## src/rtl/bfs_pkg.sv

```systemverilog
// Shared constants, mode encoding and LFSR helpers for the stimulus generator.
// Assumes 32-bit lane LFSRs; lane widths never exceed 32 bits.
package bfs_pkg;

    localparam int          SEED_W        = 32;
    localparam logic [31:0] LFSR_TAPS     = 32'h8020_0003;
    localparam logic [31:0] SEED_SPREAD   = 32'h9E37_79B9;
    localparam logic [31:0] SEED_FALLBACK = 32'h0000_0001;

    typedef enum logic [1:0] {
        MODE_RAND = 2'd0,
        MODE_ALT  = 2'd1,
        MODE_FULL = 2'd2,
        MODE_HOLD = 2'd3
    } flip_mode_e;

    // One right-shift Galois step of the maximal-length 32-bit LFSR.
    function automatic logic [31:0] lfsr_next(input logic [31:0] s);
        return (s >> 1) ^ (s[0] ? LFSR_TAPS : 32'h0);
    endfunction

    // Per-lane seed: spread the common seed by lane index, never zero.
    function automatic logic [31:0] lane_seed(input logic [31:0] seed, input int idx);
        logic [31:0] mix;
        mix = seed ^ (SEED_SPREAD * 32'(idx + 1));
        return (mix == 32'h0) ? SEED_FALLBACK : mix;
    endfunction

endpackage

```

## src/rtl/bfs_ctrl.sv

```systemverilog
// Run control: derives the issue strobe and the valid flag, the alternate
// phase bit and the run word counter. Assumes load outranks run.
module bfs_ctrl #(
    parameter int WC_W = 32
) (
    input  logic            clk,
    input  logic            rst_n,
    input  logic            run,
    input  logic            load,
    output logic            issue_o,
    output logic            phase_o,
    output logic            valid_o,
    output logic [WC_W-1:0] count_o
);

    logic            valid_q;
    logic            phase_q;
    logic [WC_W-1:0] count_q;

    // Issue whenever run is requested and no reload is pending.
    always_comb issue_o = run & ~load;

    // Track the valid flag, the alternate phase and the run word count.
    always_ff @(posedge clk) begin
        if (!rst_n || load) begin
            valid_q <= 1'b0;
            phase_q <= 1'b0;
            count_q <= '0;
        end else begin
            valid_q <= issue_o;
            if (issue_o) begin
                phase_q <= ~phase_q;
                count_q <= valid_q ? count_q + 1'b1 : WC_W'(1);
            end
        end
    end

    assign phase_o = phase_q;
    assign valid_o = valid_q;
    assign count_o = count_q;


    valid_follows_chk: assert property (@(posedge clk) disable iff (!rst_n)
        (run && !load) |=> valid_q);

    valid_drop_chk: assert property (@(posedge clk) disable iff (!rst_n)
        !run |=> !valid_q);

    count_restart_chk: assert property (@(posedge clk) disable iff (!rst_n)
        (run && !load && !valid_q) |=> (count_q == WC_W'(1)));

    count_hold_chk: assert property (@(posedge clk) disable iff (!rst_n)
        (!run && !load) |=> $stable(count_q));

endmodule

```

## src/rtl/bfs_bcid.sv

```systemverilog
// Bunch-crossing counter embedded in the stimulus word. It advances once per
// issued word and wraps at its width. Assumes load restarts it from INIT.
module bfs_bcid #(
    parameter int               CNT_W = 8,
    parameter logic [CNT_W-1:0] INIT  = '0
) (
    input  logic             clk,
    input  logic             rst_n,
    input  logic             load,
    input  logic             issue,
    output logic [CNT_W-1:0] cnt_o
);

    logic [CNT_W-1:0] cnt_q;

    // Restart on reset or load, step on each issued word.
    always_ff @(posedge clk) begin
        if (!rst_n || load) cnt_q <= INIT;
        else if (issue)     cnt_q <= cnt_q + 1'b1;
    end

    assign cnt_o = cnt_q;


    bcid_step_chk: assert property (@(posedge clk) disable iff (!rst_n)
        (issue && !load) |=> (cnt_q == CNT_W'($past(cnt_q) + 1'b1)));

    bcid_idle_chk: assert property (@(posedge clk) disable iff (!rst_n)
        (!issue && !load) |=> $stable(cnt_q));

endmodule

```

## src/rtl/bfs_lane.sv

```systemverilog
// One data lane: its own 32-bit LFSR, a density mask and the flip update
// for the selected mode. Assumes LANE_W <= 32 and that issue excludes load.
module bfs_lane
    import bfs_pkg::*;
#(
    parameter int LANE_W   = 8,
    parameter int LANE_IDX = 0,
    parameter int DENS_W   = 4
) (
    input  logic              clk,
    input  logic              rst_n,
    input  logic              load,
    input  logic              issue,
    input  logic              phase,
    input  flip_mode_e        mode,
    input  logic [DENS_W-1:0] density,
    input  logic [SEED_W-1:0] seed,
    output logic [LANE_W-1:0] data_o
);

    localparam logic MY_PARITY = 1'(LANE_IDX % 2);

    logic [SEED_W-1:0] lfsr_q;
    logic [LANE_W-1:0] data_q;
    logic [LANE_W-1:0] mask;
    logic [LANE_W-1:0] data_d;

    // Thermometer mask: lane bits below the density are flippable.
    always_comb begin
        for (int j = 0; j < LANE_W; j++) mask[j] = (32'(j) < 32'(density));
    end

    // Next data value for the selected flip mode.
    always_comb begin
        case (mode)
            MODE_RAND: data_d = (data_q & ~mask) | (lfsr_q[LANE_W-1:0] & mask);
            MODE_ALT:  data_d = (phase == MY_PARITY) ? (data_q ^ mask) : data_q;
            MODE_FULL: data_d = data_q ^ mask;
            default:   data_d = data_q;
        endcase
    end

    // Seed on reset or load, otherwise step LFSR and data per issued word.
    always_ff @(posedge clk) begin
        if (!rst_n) begin
            lfsr_q <= lane_seed('0, LANE_IDX);
            data_q <= '0;
        end else if (load) begin
            lfsr_q <= lane_seed(seed, LANE_IDX);
            data_q <= '0;
        end else if (issue) begin
            lfsr_q <= lfsr_next(lfsr_q);
            data_q <= data_d;
        end
    end

    assign data_o = data_q;


    unmasked_hold_chk: assert property (@(posedge clk) disable iff (!rst_n)
        (issue && !load) |=> (((data_q ^ $past(data_q)) & ~$past(mask)) == '0));

    full_flip_chk: assert property (@(posedge clk) disable iff (!rst_n)
        (issue && !load && mode == MODE_FULL) |=> (data_q == ($past(data_q) ^ $past(mask))));

    hold_mode_chk: assert property (@(posedge clk) disable iff (!rst_n)
        (issue && !load && mode == MODE_HOLD) |=> $stable(data_q));

    lfsr_nonzero_chk: assert property (@(posedge clk) disable iff (!rst_n)
        lfsr_q != '0);

endmodule

```

## src/rtl/bfs_stim_gen.sv

```systemverilog
// Top of the masked bit-flip stimulus generator. It tiles the data into
// lanes, instantiates the two bunch-crossing counters and the run control,
// and packs the word as {counter B, counter A, data}. Assumes DATA_W > 0.
module bfs_stim_gen
    import bfs_pkg::*;
#(
    parameter int DATA_W = 172,
    parameter int LANE_W = 8,
    parameter int CNT_W  = 8,
    parameter int WC_W   = 32,
    parameter int DENS_W = 4,
    parameter int B_INIT = 128
) (
    input  logic                      clk,
    input  logic                      rst_n,
    input  logic                      run,
    input  logic                      load,
    input  logic [1:0]                mode,
    input  logic [DENS_W-1:0]         density,
    input  logic [SEED_W-1:0]         seed,
    output logic [DATA_W+2*CNT_W-1:0] stim,
    output logic                      valid,
    output logic [WC_W-1:0]           word_count
);

    localparam int LANES  = (DATA_W + LANE_W - 1) / LANE_W;
    localparam int LAST_W = DATA_W - LANE_W * (LANES - 1);

    logic             issue;
    logic             phase;
    flip_mode_e       mode_e;
    logic [DATA_W-1:0] data;
    logic [CNT_W-1:0] cnt_a;
    logic [CNT_W-1:0] cnt_b;

    // Interpret the raw mode pins as the shared mode type.
    always_comb mode_e = flip_mode_e'(mode);

    bfs_ctrl #(.WC_W(WC_W)) u_ctrl (
        .clk     (clk),
        .rst_n   (rst_n),
        .run     (run),
        .load    (load),
        .issue_o (issue),
        .phase_o (phase),
        .valid_o (valid),
        .count_o (word_count)
    );

    bfs_bcid #(.CNT_W(CNT_W), .INIT('0)) u_bcid_a (
        .clk   (clk),
        .rst_n (rst_n),
        .load  (load),
        .issue (issue),
        .cnt_o (cnt_a)
    );

    bfs_bcid #(.CNT_W(CNT_W), .INIT(CNT_W'(B_INIT))) u_bcid_b (
        .clk   (clk),
        .rst_n (rst_n),
        .load  (load),
        .issue (issue),
        .cnt_o (cnt_b)
    );

    for (genvar k = 0; k < LANES; k++) begin : g_lane
        localparam int W = (k == LANES - 1) ? LAST_W : LANE_W;
        bfs_lane #(.LANE_W(W), .LANE_IDX(k), .DENS_W(DENS_W)) u_lane (
            .clk     (clk),
            .rst_n   (rst_n),
            .load    (load),
            .issue   (issue),
            .phase   (phase),
            .mode    (mode_e),
            .density (density),
            .seed    (seed),
            .data_o  (data[k*LANE_W +: W])
        );
    end

    assign stim = {cnt_b, cnt_a, data};


    counters_lockstep_chk: assert property (@(posedge clk) disable iff (!rst_n)
        (issue && !load) |=> ((cnt_b - cnt_a) == $past(cnt_b - cnt_a)));

endmodule

```

## config.mk

```make
export PLATFORM = sky130hd
export DESIGN_NAME = bfs_stim_gen
export DESIGN_NICKNAME = d
export VERILOG_FILES = /design/src/rtl/bfs_pkg.sv /design/src/rtl/bfs_ctrl.sv /design/src/rtl/bfs_bcid.sv /design/src/rtl/bfs_lane.sv /design/src/rtl/bfs_stim_gen.sv
export SDC_FILE = /design/constraint.sdc
export NUM_CORES = 2
export LEC_CHECK = 0
export ABC_AREA = 1
export BUFFER_PORTS_ARGS = -buffer_cell sky130_fd_sc_hd__buf_2
export CORE_UTILIZATION = 33
export DETAILED_ROUTE_END_ITERATION = 8
export PLACE_DENSITY = 0.47
export SLEW_MARGIN = 10
export SYNTH_ARGS = -nofsm -noshare
export SYNTH_HDL_FRONTEND = slang
export SYNTH_SLANG_ARGS = --single-unit
```

## constraint.sdc

```tcl
create_clock -name clk -period 2.4 [get_ports clk]
set_input_delay 0.36 -clock clk [delete_from_list [all_inputs] [get_ports clk]]
set_output_delay 0.36 -clock clk [all_outputs]
set_load 0.05 [all_outputs]
```

==> run_results.csv <==
group,metric,value,unit
timing,fmax,480,MHz
critical_path,cp_top_family,"simple AND/OR/NAND/NOR gates",
status,status,"finished clean",
yosys,seq_area_frac_synth,0.456,
cts,cts_hold_buf,1,
yosys,avgSynthCellArea,7.22,µm²
routing,wirelength_met1,73.8,mm
yosys,synthCells,5633,
yosys,async_flop_share,0,
timing,relSlewSlack,0.159,
global_routing,antenna_found_initial,5,
routing,postRouteAntennaNets,0,
layout,final_cell_mix,"nand2_1, dfxtp_1, o21ai_0",
routing,wl_met3,8.02,mm
global_routing,grt_remaining_overflow,0,
yosys,synth_compound_gate_area_share,0.238,
timing,hold_viol,0,
routing,vias,38700,
layout,layout-drive-gt1-share,0.104,
yosys,synthMuxAreaShare,0,
routing,dr.pass1.iters,6,
yosys,yosysWarnings,0,
layout,fin_util,0.388,
yosys,synth_cell_type_count,45,
routing,drc_errors,0,
yosys,syn_area,40700,µm²
timing,slew_violations,0,
place,gp_congestion,0.909,
place,placed_area,43900,µm²
timing,setup_slack,0.317,ns
floorplan,initial_core_util,0.333,
cts,cts_max_path_buffers,3,
cts,path_clk_slew,0.06,ns
layout,fillers,13100,
timing,setup_viol,0,
critical_path,worst-path-max-fanout,12,
layout,regArea,18500,µm²
critical_path,slowest_stage,"nor2_1",
timing,whs,0.0655,ns
job,max_cap_viol_count,0,
critical_path,worstPathRequired,2.98,ns
place,portBuffers,262,
floorplan,core,122000,µm²
layout,layout_commonest_cell,"nand2_1",
critical_path,max_stage_delay,0.67,ns
layout,syn2layout_area_growth,16.4,%
cts,cts-root-buf,"clkbuf_16",
critical_path,worstSetupPathType,"flop to flop",
yosys,yosys.area_share.simple,0.182,
global_routing,grtUsageTotal,0.241,
floorplan,pin_count,263,
routing,viasPerCell,5.20,
timing,worstMarginPinSlew,1.26,ns
power,power_density,802,nW/µm²
global_routing,grt_pass1_vias,35500,
timing,post-route-period-util,0.868,
routing,wl_met2,70.2,mm
routing,finalWirelength,155,mm
critical_path,cp_cell_sequence,"inv_1 > nand2_1 > nand3_4 > nor2_1 > inv_1 > nand2_1 > a21oi_1",
yosys,ys.flop_type,"dfxtp_1",
cts,numClockSinks,926,
yosys,synth_fa_ha_area_frac,0.00154,
yosys,synth_xor_xnor_area_share,0.0121,
power,leakagePower,20.9,nW
cts,cts_buffers,106,
cts,cts_resized,0,
floorplan,fp.dieW,353,µm
critical_path,ff2ff_setup_slack,0.32,ns
cts,ctsHtreeMaxLevel,3,
yosys,ys_ff_latch,926,
timing,fin_skew,0.0437,ns
critical_path,start_kind,"flop",
layout,multi_input_area,17700,µm²
floorplan,die_area,125000,µm²
power,total_power,38.0,mW
layout,stdcell_count,7449,
cts,postCtsSetupRepairBufs,0,
cts,cts_tree,"done",
power,ir_drop,0.539,mV
yosys,synth_top_family_by_area,"compound AO/OA/AOI/OAI gates",
layout,final_area,47400,µm²
global_routing,grt_pass1_wl,234,mm
timing,period_minus_slack,2.08,ns
yosys,synth_edf_count,0,
timing,rsz0062_at_grt,"no",
critical_path,arrival,2.66,ns
routing,drt_iter0_drc,3530,
routing,wl_per_cell,20.8,µm
critical_path,worst-path-buf-inv,2,
floorplan,fp-row-count,128,
place,place_inst,7256,
min_path,hold_path_class,"primary input to flop",
critical_path,worstSetupEndpointType,"flop",
routing,dr.max_layer_used,"met5",
place,place_ws,-0.202,ns
layout,finalNetCount,5787,
global_routing,grt_max_degree,186,
place,hpwl,107,mm
floorplan,die-height,353,µm
timing,setup_tns,0,ns
cts,clk_latency,0.71,ns
yosys,synth_nets,5680,
## tightest hold or removal path, stage by stage
cell and delay, ns:
buf_2 0.17, nand2_1 0.11, a221oi_1 0.08
## cells in the mapped netlist (4+ instances only)
cell,n,area share
inv_1,740,0.068
dfxtp_1,926,0.46
nand3_1,247,0.030
nor3_1,47,0.0058
nor2_4,6,0.0017
o22ai_1,126,0.019
inv_2,13,0.0012
a211oi_1,23,0.0042
clkinv_1,4,0.00037
buf_2,138,0.017
o211ai_1,120,0.022
buf_4,6,0.0011
or2_2,11,0.0017
clkbuf_1,217,0.020
a21oi_1,459,0.056
nor3b_1,6,0.0011
xnor2_1,30,0.0065
a22oi_1,13,0.0024
nor2_2,7,0.0011
a31oi_1,16,0.0025
ha_1,5,0.0015
o2111ai_1,129,0.028
nor2_1,430,0.040
xor2_1,26,0.0056
buf_1,34,0.0031
nand2_2,4,0.00061
nand4_1,37,0.0057
o21ai_1,15,0.0018
a221oi_1,30,0.0065
o21ai_0,747,0.092
nand2_1,996,0.092
## area by class of cell
type / instances / share of cell area
antenna: 1 / 0.0000528
clock buffer: 163 / 0.0665
clock inverter: 28 / 0.00703
inverter: 759 / 0.0607
multi-input combinational: 3553 / 0.373
sequential: 926 / 0.391
tap: 1625 / 0.0429
timing repair buffer: 394 / 0.0585
## path summary, 6_finish.rpt
| kind | startpoint | end | cells past startpoint |
|---|---|---|---|
| worst max-delay path | u_ctrl.phase_o | flop | 7 |
| worst min-delay path | seed[10] | g_lane[1].u_lane.lfsr_q[10] | 3 |
| worst max register to register | u_ctrl.phase_o | flop | 7 |
| worst min register to register | g_lane[8].u_lane.lfsr_q[17] | g_lane[8].u_lane.lfsr_q[17] | 2 |
## kinds of logic after synthesis
group,Yosys count
adders and majority gates,5
and+or+nand+nor,1800
buffers and inverters,1154
AOI/OAI and AO/OA,1692
xor gates and xnor gates,56
DFF,926
## power by group
group	switching (mW)	leakage [nW]	internal (mW)
logic	3.23	11.5	1.36
registers	0.715	7.66	16.4
clock network	6.84	1.72	9.45
total	10.8	20.9	27.2
## metal layers
layer  vias to the layer above  track usage
met4                         2       0.0578
met5                         -            0
li1                      19000            -
met2                      1015        0.381
met1                     18600        0.346
met3                       181       0.0305
No activity file was read; power rests on OpenSTA's default activity.
